==> src/rtl/spi_port_pkg.sv <==
package spi_port_pkg;
    localparam logic [1:0] SEL_CTRL = 2'd0;
    localparam logic [1:0] SEL_STAT = 2'd1;
    localparam logic [1:0] SEL_DATA = 2'd2;

    typedef struct packed {
        logic [1:0] rate;
        logic       cpha;
        logic       cpol;
        logic       lsb_first;
        logic       master;
    } ctrl_t;

    typedef struct packed {
        ctrl_t ctrl;
        logic  done;
        logic  wcol;
        logic  armed;
    } port_regs_t;
endpackage

==> src/rtl/spi_sync.sv <==
module spi_sync #(
    parameter int W = 1,
    parameter int STAGES = 2,
    parameter logic [W-1:0] RST_VAL = '0
) (
    input  logic         clk,
    input  logic         rst_n,
    input  logic [W-1:0] d,
    output logic [W-1:0] q
);
    logic [W-1:0] st_q [STAGES];

    for (genvar i = 0; i < STAGES; i++) begin : g_stage
        if (i == 0) begin : g_first
            always_ff @(posedge clk or negedge rst_n) begin
                if (!rst_n) st_q[0] <= RST_VAL;
                else        st_q[0] <= d;
            end
        end else begin : g_next
            always_ff @(posedge clk or negedge rst_n) begin
                if (!rst_n) st_q[i] <= RST_VAL;
                else        st_q[i] <= st_q[i-1];
            end
        end
    end

    assign q = st_q[STAGES-1];
endmodule

==> src/rtl/spi_rate_div.sv <==
module spi_rate_div #(
    parameter int CNT_W = 6
) (
    input  logic       clk,
    input  logic       rst_n,
    input  logic       run,
    input  logic [1:0] rate,
    output logic       tick
);
    logic [CNT_W-1:0] cnt_d, cnt_q, last;

    // half serial period in system clocks: 2, 8, 32, 64
    always_comb begin
        case (rate)
            2'd0:    last = CNT_W'(1);
            2'd1:    last = CNT_W'(7);
            2'd2:    last = CNT_W'(31);
            default: last = CNT_W'(63);
        endcase
        tick  = run && (cnt_q == last);
        cnt_d = (!run || tick) ? '0 : cnt_q + 1'b1;
    end

    always_ff @(posedge clk or negedge rst_n) begin
        if (!rst_n) cnt_q <= '0;
        else        cnt_q <= cnt_d;
    end
endmodule

==> src/rtl/spi_shift_engine.sv <==
module spi_shift_engine #(
    parameter int DW = 8
) (
    input  logic          clk,
    input  logic          rst_n,
    input  logic          load,
    input  logic [DW-1:0] load_data,
    input  logic          start,
    input  logic          master,
    input  logic          lsb_first,
    input  logic          cpol,
    input  logic          cpha,
    input  logic          tick,
    input  logic          sck_in,
    input  logic          sin,
    input  logic          slave_en,
    output logic          sout,
    output logic          sck_out,
    output logic          busy,
    output logic          done_pulse,
    output logic [DW-1:0] rx_buf
);
    localparam int CW = $clog2(DW);

    typedef struct packed {
        logic [DW-1:0] tx;
        logic [DW-1:0] rx;
        logic [DW-1:0] rxbuf;
        logic [CW-1:0] cnt;
        logic          phase;
        logic          first;
        logic          started;
        logic          sck_prev;
    } eng_t;

    eng_t e_d, e_q;
    logic edge_ev, lead, sample;
    logic [DW-1:0] rx_nx, tx_nx;

    always_comb begin
        e_d        = e_q;
        done_pulse = 1'b0;
        e_d.sck_prev = sck_in;
        if (master) begin
            edge_ev = tick;
            lead    = !e_q.phase;
        end else begin
            edge_ev = slave_en && (sck_in != e_q.sck_prev);
            lead    = (sck_in != cpol);
        end
        sample = cpha ? !lead : lead;
        rx_nx  = lsb_first ? {sin, e_q.rx[DW-1:1]} : {e_q.rx[DW-2:0], sin};
        tx_nx  = lsb_first ? {1'b0, e_q.tx[DW-1:1]} : {e_q.tx[DW-2:0], 1'b0};

        if (master && tick) e_d.phase = !e_q.phase;

        if (edge_ev) begin
            e_d.started = 1'b1;
            if (sample) begin
                e_d.rx = rx_nx;
            end else begin
                if (!cpha || !e_q.first) e_d.tx = tx_nx;
                e_d.first = 1'b0;
            end
            if (!lead) begin
                if (e_q.cnt == CW'(DW-1)) begin
                    e_d.cnt     = '0;
                    e_d.started = 1'b0;
                    e_d.first   = 1'b1;
                    e_d.rxbuf   = sample ? rx_nx : e_q.rx;
                    done_pulse  = 1'b1;
                end else begin
                    e_d.cnt = e_q.cnt + 1'b1;
                end
            end
        end

        if (!master && !slave_en) begin
            e_d.cnt     = '0;
            e_d.first   = 1'b1;
            e_d.started = 1'b0;
        end
        if (load) begin
            e_d.tx    = load_data;
            e_d.first = 1'b1;
        end
        if (start) e_d.started = 1'b1;
    end

    always_ff @(posedge clk or negedge rst_n) begin
        if (!rst_n) begin
            e_q       <= '0;
            e_q.first <= 1'b1;
        end else begin
            e_q <= e_d;
        end
    end

    assign sout    = lsb_first ? e_q.tx[0] : e_q.tx[DW-1];
    assign sck_out = cpol ^ e_q.phase;
    assign busy    = e_q.started;
    assign rx_buf  = e_q.rxbuf;
endmodule

==> src/rtl/spi_port.sv <==
module spi_port
    import spi_port_pkg::*;
#(
    parameter int DW = 8,
    parameter int SYNC_STAGES = 2
) (
    input  logic          clk,
    input  logic          rst_n,
    input  logic          reg_wr,
    input  logic          reg_rd,
    input  logic [1:0]    reg_sel,
    input  logic [DW-1:0] reg_wdata,
    output logic [DW-1:0] reg_rdata,
    input  logic          sck_i,
    output logic          sck_o,
    output logic          sck_oe,
    input  logic          mosi_i,
    output logic          mosi_o,
    output logic          mosi_oe,
    input  logic          miso_i,
    output logic          miso_o,
    output logic          miso_oe,
    input  logic          ss_n
);
    localparam int CTRL_W = $bits(ctrl_t);

    port_regs_t r_d, r_q;
    logic [2:0] pins_s;
    logic ss_s, sck_s, mosi_s;
    logic tick, busy, done_pulse, sout, slave_en, sck_int;
    logic data_wr, data_acc, accept, collide;
    logic [DW-1:0] rx_buf;

    spi_sync #(.W(3), .STAGES(SYNC_STAGES), .RST_VAL(3'b100)) u_sync (
        .clk(clk), .rst_n(rst_n), .d({ss_n, sck_i, mosi_i}), .q(pins_s)
    );
    assign {ss_s, sck_s, mosi_s} = pins_s;
    assign slave_en = !r_q.ctrl.master && !ss_s;

    spi_rate_div #(.CNT_W(6)) u_div (
        .clk(clk), .rst_n(rst_n), .run(busy && r_q.ctrl.master),
        .rate(r_q.ctrl.rate), .tick(tick)
    );

    assign data_wr  = reg_wr && (reg_sel == SEL_DATA);
    assign data_acc = (reg_wr || reg_rd) && (reg_sel == SEL_DATA);
    assign accept   = data_wr && !busy;
    assign collide  = data_wr && busy;

    spi_shift_engine #(.DW(DW)) u_eng (
        .clk(clk), .rst_n(rst_n),
        .load(accept), .load_data(reg_wdata), .start(accept && r_q.ctrl.master),
        .master(r_q.ctrl.master), .lsb_first(r_q.ctrl.lsb_first),
        .cpol(r_q.ctrl.cpol), .cpha(r_q.ctrl.cpha), .tick(tick),
        .sck_in(sck_s), .sin(r_q.ctrl.master ? miso_i : mosi_s),
        .slave_en(slave_en), .sout(sout), .sck_out(sck_int), .busy(busy),
        .done_pulse(done_pulse), .rx_buf(rx_buf)
    );

    always_comb begin
        r_d = r_q;
        if (reg_wr && reg_sel == SEL_CTRL) r_d.ctrl = ctrl_t'(reg_wdata[CTRL_W-1:0]);
        if (r_q.armed && data_acc) begin
            r_d.done  = 1'b0;
            r_d.wcol  = 1'b0;
            r_d.armed = 1'b0;
        end
        if (reg_rd && reg_sel == SEL_STAT && (r_q.done || r_q.wcol)) r_d.armed = 1'b1;
        if (done_pulse) r_d.done = 1'b1;
        if (collide)    r_d.wcol = 1'b1;
    end

    always_ff @(posedge clk or negedge rst_n) begin
        if (!rst_n) r_q <= '0;
        else        r_q <= r_d;
    end

    always_comb begin
        case (reg_sel)
            SEL_CTRL: reg_rdata = DW'(r_q.ctrl);
            SEL_STAT: reg_rdata = DW'({r_q.wcol, r_q.done});
            SEL_DATA: reg_rdata = rx_buf;
            default:  reg_rdata = '0;
        endcase
    end

    assign sck_o   = sck_int;
    assign sck_oe  = r_q.ctrl.master;
    assign mosi_o  = sout;
    assign mosi_oe = r_q.ctrl.master;
    assign miso_o  = sout;
    assign miso_oe = slave_en;
endmodule

==> config.mk <==
export PLATFORM = sky130hd
export DESIGN_NAME = spi_port
export DESIGN_NICKNAME = d
export VERILOG_FILES = /design/src/rtl/spi_port_pkg.sv /design/src/rtl/spi_sync.sv /design/src/rtl/spi_rate_div.sv /design/src/rtl/spi_shift_engine.sv /design/src/rtl/spi_port.sv
export SDC_FILE = /design/constraint.sdc
export NUM_CORES = 1
export LEC_CHECK = 0
export BUFFER_PORTS_ARGS = -buffer_cell sky130_fd_sc_hd__buf_2
export CORE_ASPECT_RATIO = 0.8
export CORE_UTILIZATION = 35
export DETAILED_ROUTE_END_ITERATION = 10
export SYNTH_ARGS = -nofsm -noshare
export SYNTH_HDL_FRONTEND = slang
export SYNTH_SLANG_ARGS = --single-unit
==> constraint.sdc <==
create_clock -name clk -period 5.15 [get_ports clk]
set_input_delay 0.515 -clock clk [delete_from_list [all_inputs] [get_ports clk]]
set_output_delay 0.515 -clock clk [all_outputs]
set_load 0.03 [all_outputs]
==> Yosys cells after proc, flatten, opt, wreduce, memory -nomap -nowiden <==
Index checks and enable logic that the tools add are counted.
{ "totals": {"register_bits": 52, "in_bits": 18, "out_inout_bits": 14, "elab_cells": 107} }
{ "op_classes": {"muxes": 33, "n_eq_ne": 10, "reduce_logical": 41, "bitwise": 2, "n_addsub": 2} }
{ "ops": {"columns": ["op", "count"], "rows": [
  ["2-to-1 mux 8 bit", 7],
  ["2-to-1 mux 27 bit", 1],
  ["case mux 8 bit (3 select lines)", 1],
  ["case mux 6 bit (3 select lines)", 1],
  ["logical AND 1 bit", 15],
  ["2-to-1 mux 1 bit", 14],
  ["nonzero test 2 bit", 6],
  ["2-to-1 mux 11 bit", 1],
  ["logical NOT 1 bit", 9],
  ["2-to-1 mux 3 bit", 3],
  ["2-to-1 mux 2 bit", 4],
  ["adder 6 x 1 -> 6 bit, second input constant", 1],
  ["== test 6 bit", 1],
  ["2-to-1 mux 6 bit", 1],
  ["AND reduction 3 bit", 2],
  ["nonzero test 3 bit", 2],
  ["== test 2 x 1 -> 1 bit, second input constant", 2],
  ["== test 2 bit, second input constant", 2],
  ["logical NOT 2 bit", 2],
  ["logical OR 1 bit", 4],
  ["inequality test 2 bit, second input constant", 2],
  ["adder 3 x 1 -> 3 bit, second input constant", 1],
  ["== test 3 bit, second input constant", 1],
  ["inequality test 1 bit", 2],
  ["3 further kinds", 3]
]} }

==> Depth between registers and ports, before layout <==
{ "depth": {"ltp_word": 10, "mapped_depth": 7, "mapped_depth_nobuf": 5} }

==> Modules after synthesis <==
Synthesis repeated with hierarchy kept, for this count alone.
{ "hier_totals": {"cells_unflattened": 271, "hier_area_um2": 2970.3} }
{ "modules_own_cells": {"columns": ["mod", "cells_per_inst", "seq_area_each_um2", "area_each_um2", "n_inst"], "rows": [
  ["spi_shift_engine", 179, 777.0, 1891.8, 1],
  ["spi_port", 50, 225.2, 560.5, 1],
  ["spi_rate_div", 33, 150.1, 342.8, 1],
  ["spi_sync", 9, 152.6, 175.2, 1]
]} }

==> Worst setup path before layout <==
OpenSTA, ideal clock, no wires.
{ "synth_path": {"path_kind": "input-to-output", "start": "input reg_sel[1]", "end": "output reg_rdata[0]", "cell_stages": 3, "arrival_time_ns": 1.688, "required_time_ns": 4.635, "setup_slack_ns": 2.947, "path_buffers": 1, "cell_sequence": "clkbuf_1 > mux2i_1 > o21ai_0"} }
{ "synth_via": {"elab_chain_cells": 2, "elab_cells_between_ends": 4, "classes_between": "eq/ne: 2; mux: 1; reduce/logical: 1"} }
{ "synth_lines": {"columns": ["element", "line", "source"], "rows": [
  ["start, declared", "spi_port.sv:11", "input logic [1:0] reg_sel,"],
  ["== test 2 bit, or another cell as far along", "spi_port.sv:79", "case (reg_sel)"],
  ["case mux 8 bit (3 select lines) *", "spi_port.sv:79", null],
  ["end, declared", "spi_port.sv:13", "output logic [DW-1:0] reg_rdata,"]
]} }
Mark *: on every way between the ends. The rest lies on a longest branch, timed or not.

==> Final worst setup path <==
{ "layout_path": {"start": "register r_q (netlist bit mosi_oe)", "end": "register u_eng.e_q (netlist bit u_eng.rx_buf[6])"} }
{ "layout_via": {"elab_chain_cells": 5, "elab_cells_between_ends": 12, "classes_between": "mux: 4; bitwise: 1; reduce/logical: 7"} }
{ "layout_lines": {"columns": ["element", "line", "source"], "rows": [
  ["start, declared", "spi_port.sv:27", "port_regs_t r_d, r_q;"],
  ["start signal, assigned", "spi_port.sv:75", "else r_q <= r_d;"],
  ["logical NOT 1 bit", "spi_port.sv:38", "assign slave_en = !r_q.ctrl.master && !ss_s;"],
  ["logical AND 1 bit", "spi_port.sv:38", null],
  ["logical AND 1 bit", "spi_shift_engine.sv:48", "edge_ev = slave_en && (sck_in != e_q.sck_prev);"],
  ["2-to-1 mux 1 bit", "spi_shift_engine.sv:44", "if (master) begin"],
  ["AND reduction 3 bit (no source line)", null, null],
  ["end, declared", "spi_shift_engine.sv:36", "eng_t e_d, e_q;"]
]} }
Parallel ways exist; a longest one is shown, timed or not.
A chain may end at the register's enable or synchronous reset.

==> metrics <==
R2R Setup Slk=2.56 ns; mean routed wirelength per cell=15.6 um; First DRT Iteration DRCs=between 100 and 150; Die H=83.6 um; Worst R2R Start=mosi_oe; CTS Hold Buffers Added=0; crit path cell chain=nor3_1 > buf_4 > a31oi_1 > nor2_2 > mux2_2; CTS Buffer Depth=2; PnR Total Power=~1.4 mW; CTS tree=built; Syn Std Cell Area=2910 sq um; vias=2035; share of layout cells above drive strength 1=0.324; Synth area leaders=dfrtp_1 (42%), mux2_2 (14%), mux2i_1 (7.6%); crit-path max FO=15; FF+latch count, synth=52; largest net degree at the start of global routing=53; Area growth, synth to finish=11.5%; global-route wire length before repair=between 10000 and 15000 um; Slowest cell on crit path=a31oi_1; fmax=0.386 GHz; CTS root buf=clkbuf_8; Synthesized Nets=280; worst r2r dst=u_eng.rx_buf[6]; total global-route track usage=0.151; Post-DP HPWL=4330 um; Critical Path RT=5.34 ns; Max transition margin=0.284; Final ANT Viol Nets=0; dominant cell type by area after synthesis=dfrtp_1; Skew-Pair Late Insertion Delay=0.30 ns; number of flops mapped to enable cells by yosys=0; worst setup margin=between 2 and 3 ns; Slew @ Worst Pin=1.07 ns; die area=slightly below 9000 sq um; cells after synthesis=roughly 260; power per standard cell area=423 nW/um^2; reg2reg path depth=5; Die X-Extent=roughly 100 um; fin crit share=0.503; DRC errors left=0; Worst VDD drop=0.000136 V; Ant. Diodes=0; Critical Path End Type=flip-flop; clock sinks=between 50 and 60; worst hold path class=in2reg; Resize count post-CTS=0; minimum clock period=2.59 ns; post-place setup slack=2.34 ns; top cell type's share of synthesized area=0.421; initial antenna violation count=0; final setup violation count=0; Worst-path clk slew=0.09 ns; WP data arrival=2.78 ns; number of global-route vias before repair=2018; worst setup path startpoint=mosi_oe; worst setup path endpoint=u_eng.rx_buf[6]; gpl congestion=0.745; Setup TNS Final=0 ns; Yosys cell types=between 40 and 50; # rows=29; Final Net Count=307; PortBufs=31; CP Class=reg2reg; Slew Viols, Final=0; Post-CTS Setup Inserts=0; RSZ-0062 raised after global routing=false; Synth Warn #=0; max incr delay on CP=between 0.7 and 0.8 ns; DRT Pass-1 Iters=4; # IOs=32; Lkg Pwr=1.51 nW; CTS Buf Count=5; core region area=7980 sq um; status=finished clean; Clock Skew=0.00657 ns; Async S/R FF share, synth=1.00; Initial Util=0.365; Top FF cell, synth=dfrtp_1; Synth Area per Inst=11.2 sq um; Routed WL=6160 um; Remaining Overflow, GRT=0; vias per cell=a little over 5; nature of the critical path startpoint=flip-flop; H-tree depth=2; Final Hold Vio Count=0; max_cap viols=0; post-synthesis sequential area ratio=0.448
[state kept, by name (all words and copies together) (netlist names)]
name          cells
u_sync.st_q       3
mosi_oe           1
u_eng.e_q        22
r_q               8
u_eng.rx_buf      8
u_eng.busy        1
u_div.cnt_q       6
u_sync.q          3
[worst max-delay path, delay by kind of cell, from the launching register on]
family                 cells  cell delay, ns
muxes                      1            0.35
buffers and inverters      1            0.21
DFF                        1            0.74
and+or+nand+nor            2            0.41
AOI/OAI and AO/OA          1            0.77
[logic make-up after synthesis]
| family | share of synthesized area |
|---|---|
| AND/OR/NAND/NOR | 0.151 |
| flip-flops | 0.448 |
| XOR/XNOR | 0.0352 |
| adder cells (fa/ha/maj) | 0.0129 |
| AO/OA/AOI/OAI | 0.0958 |
| multiplexers | 0.220 |
| buffers and inverters | 0.0369 |
[routing by layer]
| metal | wire length, um | track usage | part of all wire |
|---|---|---|---|
| met1 | 3290 | 0.229 | 0.53 |
| met2 | 2630 | 0.222 | 0.43 |
| met4 | 22 | 0.0325 | 0.0036 |
| met5 | 0 | 0 | 0 |
| met3 | 217 | 0.0273 | 0.035 |
[worst min path at each step]
stage | from | endpoint | slack [ns] | cells after the start
floorplan | rst_n | mosi_oe | 0.22 | 0
global placement | u_sync.st_q[3] | u_sync.q[0] | 0.33 | 0
detailed placement | u_sync.st_q[4] | u_sync.q[1] | 0.34 | 0
CTS | ss_n | u_sync.st_q[5] | 0.30 | 1
global route | ss_n | u_sync.st_q[5] | 0.29 | 1
finish | ss_n | u_sync.st_q[5] | 0.31 | 1
[placed cells by master, fill, tap and decap left out, types with 4 or more instances in the layout]
cell and instances:
dfrtp_1 49, mux2_2 36, buf_2 31, nor2_1 22, mux2i_1 22, nand2_1 20, nor3_1 10, nor3b_1 9
clkbuf_8 7, o21ai_0 6, xnor2_1 5, a2111oi_1 5, o211ai_1 4
[where the power goes]
part / switching (mW) / internal [mW] / total (mW)
clock: 0.132 / 0.172 / 0.304
sequential: 0.106 / 0.490 / 0.597
combinational: 0.240 / 0.235 / 0.475
[cell type report]
type                       instances  area, sq um
tap                              108          135
clock inverter                     1         30.0
timing repair buffer              33          170
inverter                           3         11.3
clock buffer                       7         96.3
fill                             786         4730
sequential                        52         1310
multi-input combinational        191         1500
[cells in the mapped netlist, types with 4 or more instances]
cell	instances
o21ai_0	6
mux2_2	36
xnor2_1	5
clkbuf_1	5
mux2i_1	22
dfrtp_1	49
nor3b_1	9
nor3_1	10
nand2_1	20
nor2_1	22
o211ai_1	4
a2111oi_1	5
[stage by stage]
step,hold WS (ns),area (sq um),util,std cells
finish,0.310,3250,0.407,395
global route,0.293,3250,0.407,395
CTS,0.299,3250,0.407,395
detailed placement,0.336,3120,0.391,387
global placement,0.332,3120,0.391,387
floorplan,0.219,2910,-,259
Power figures use the tool's default switching activity.
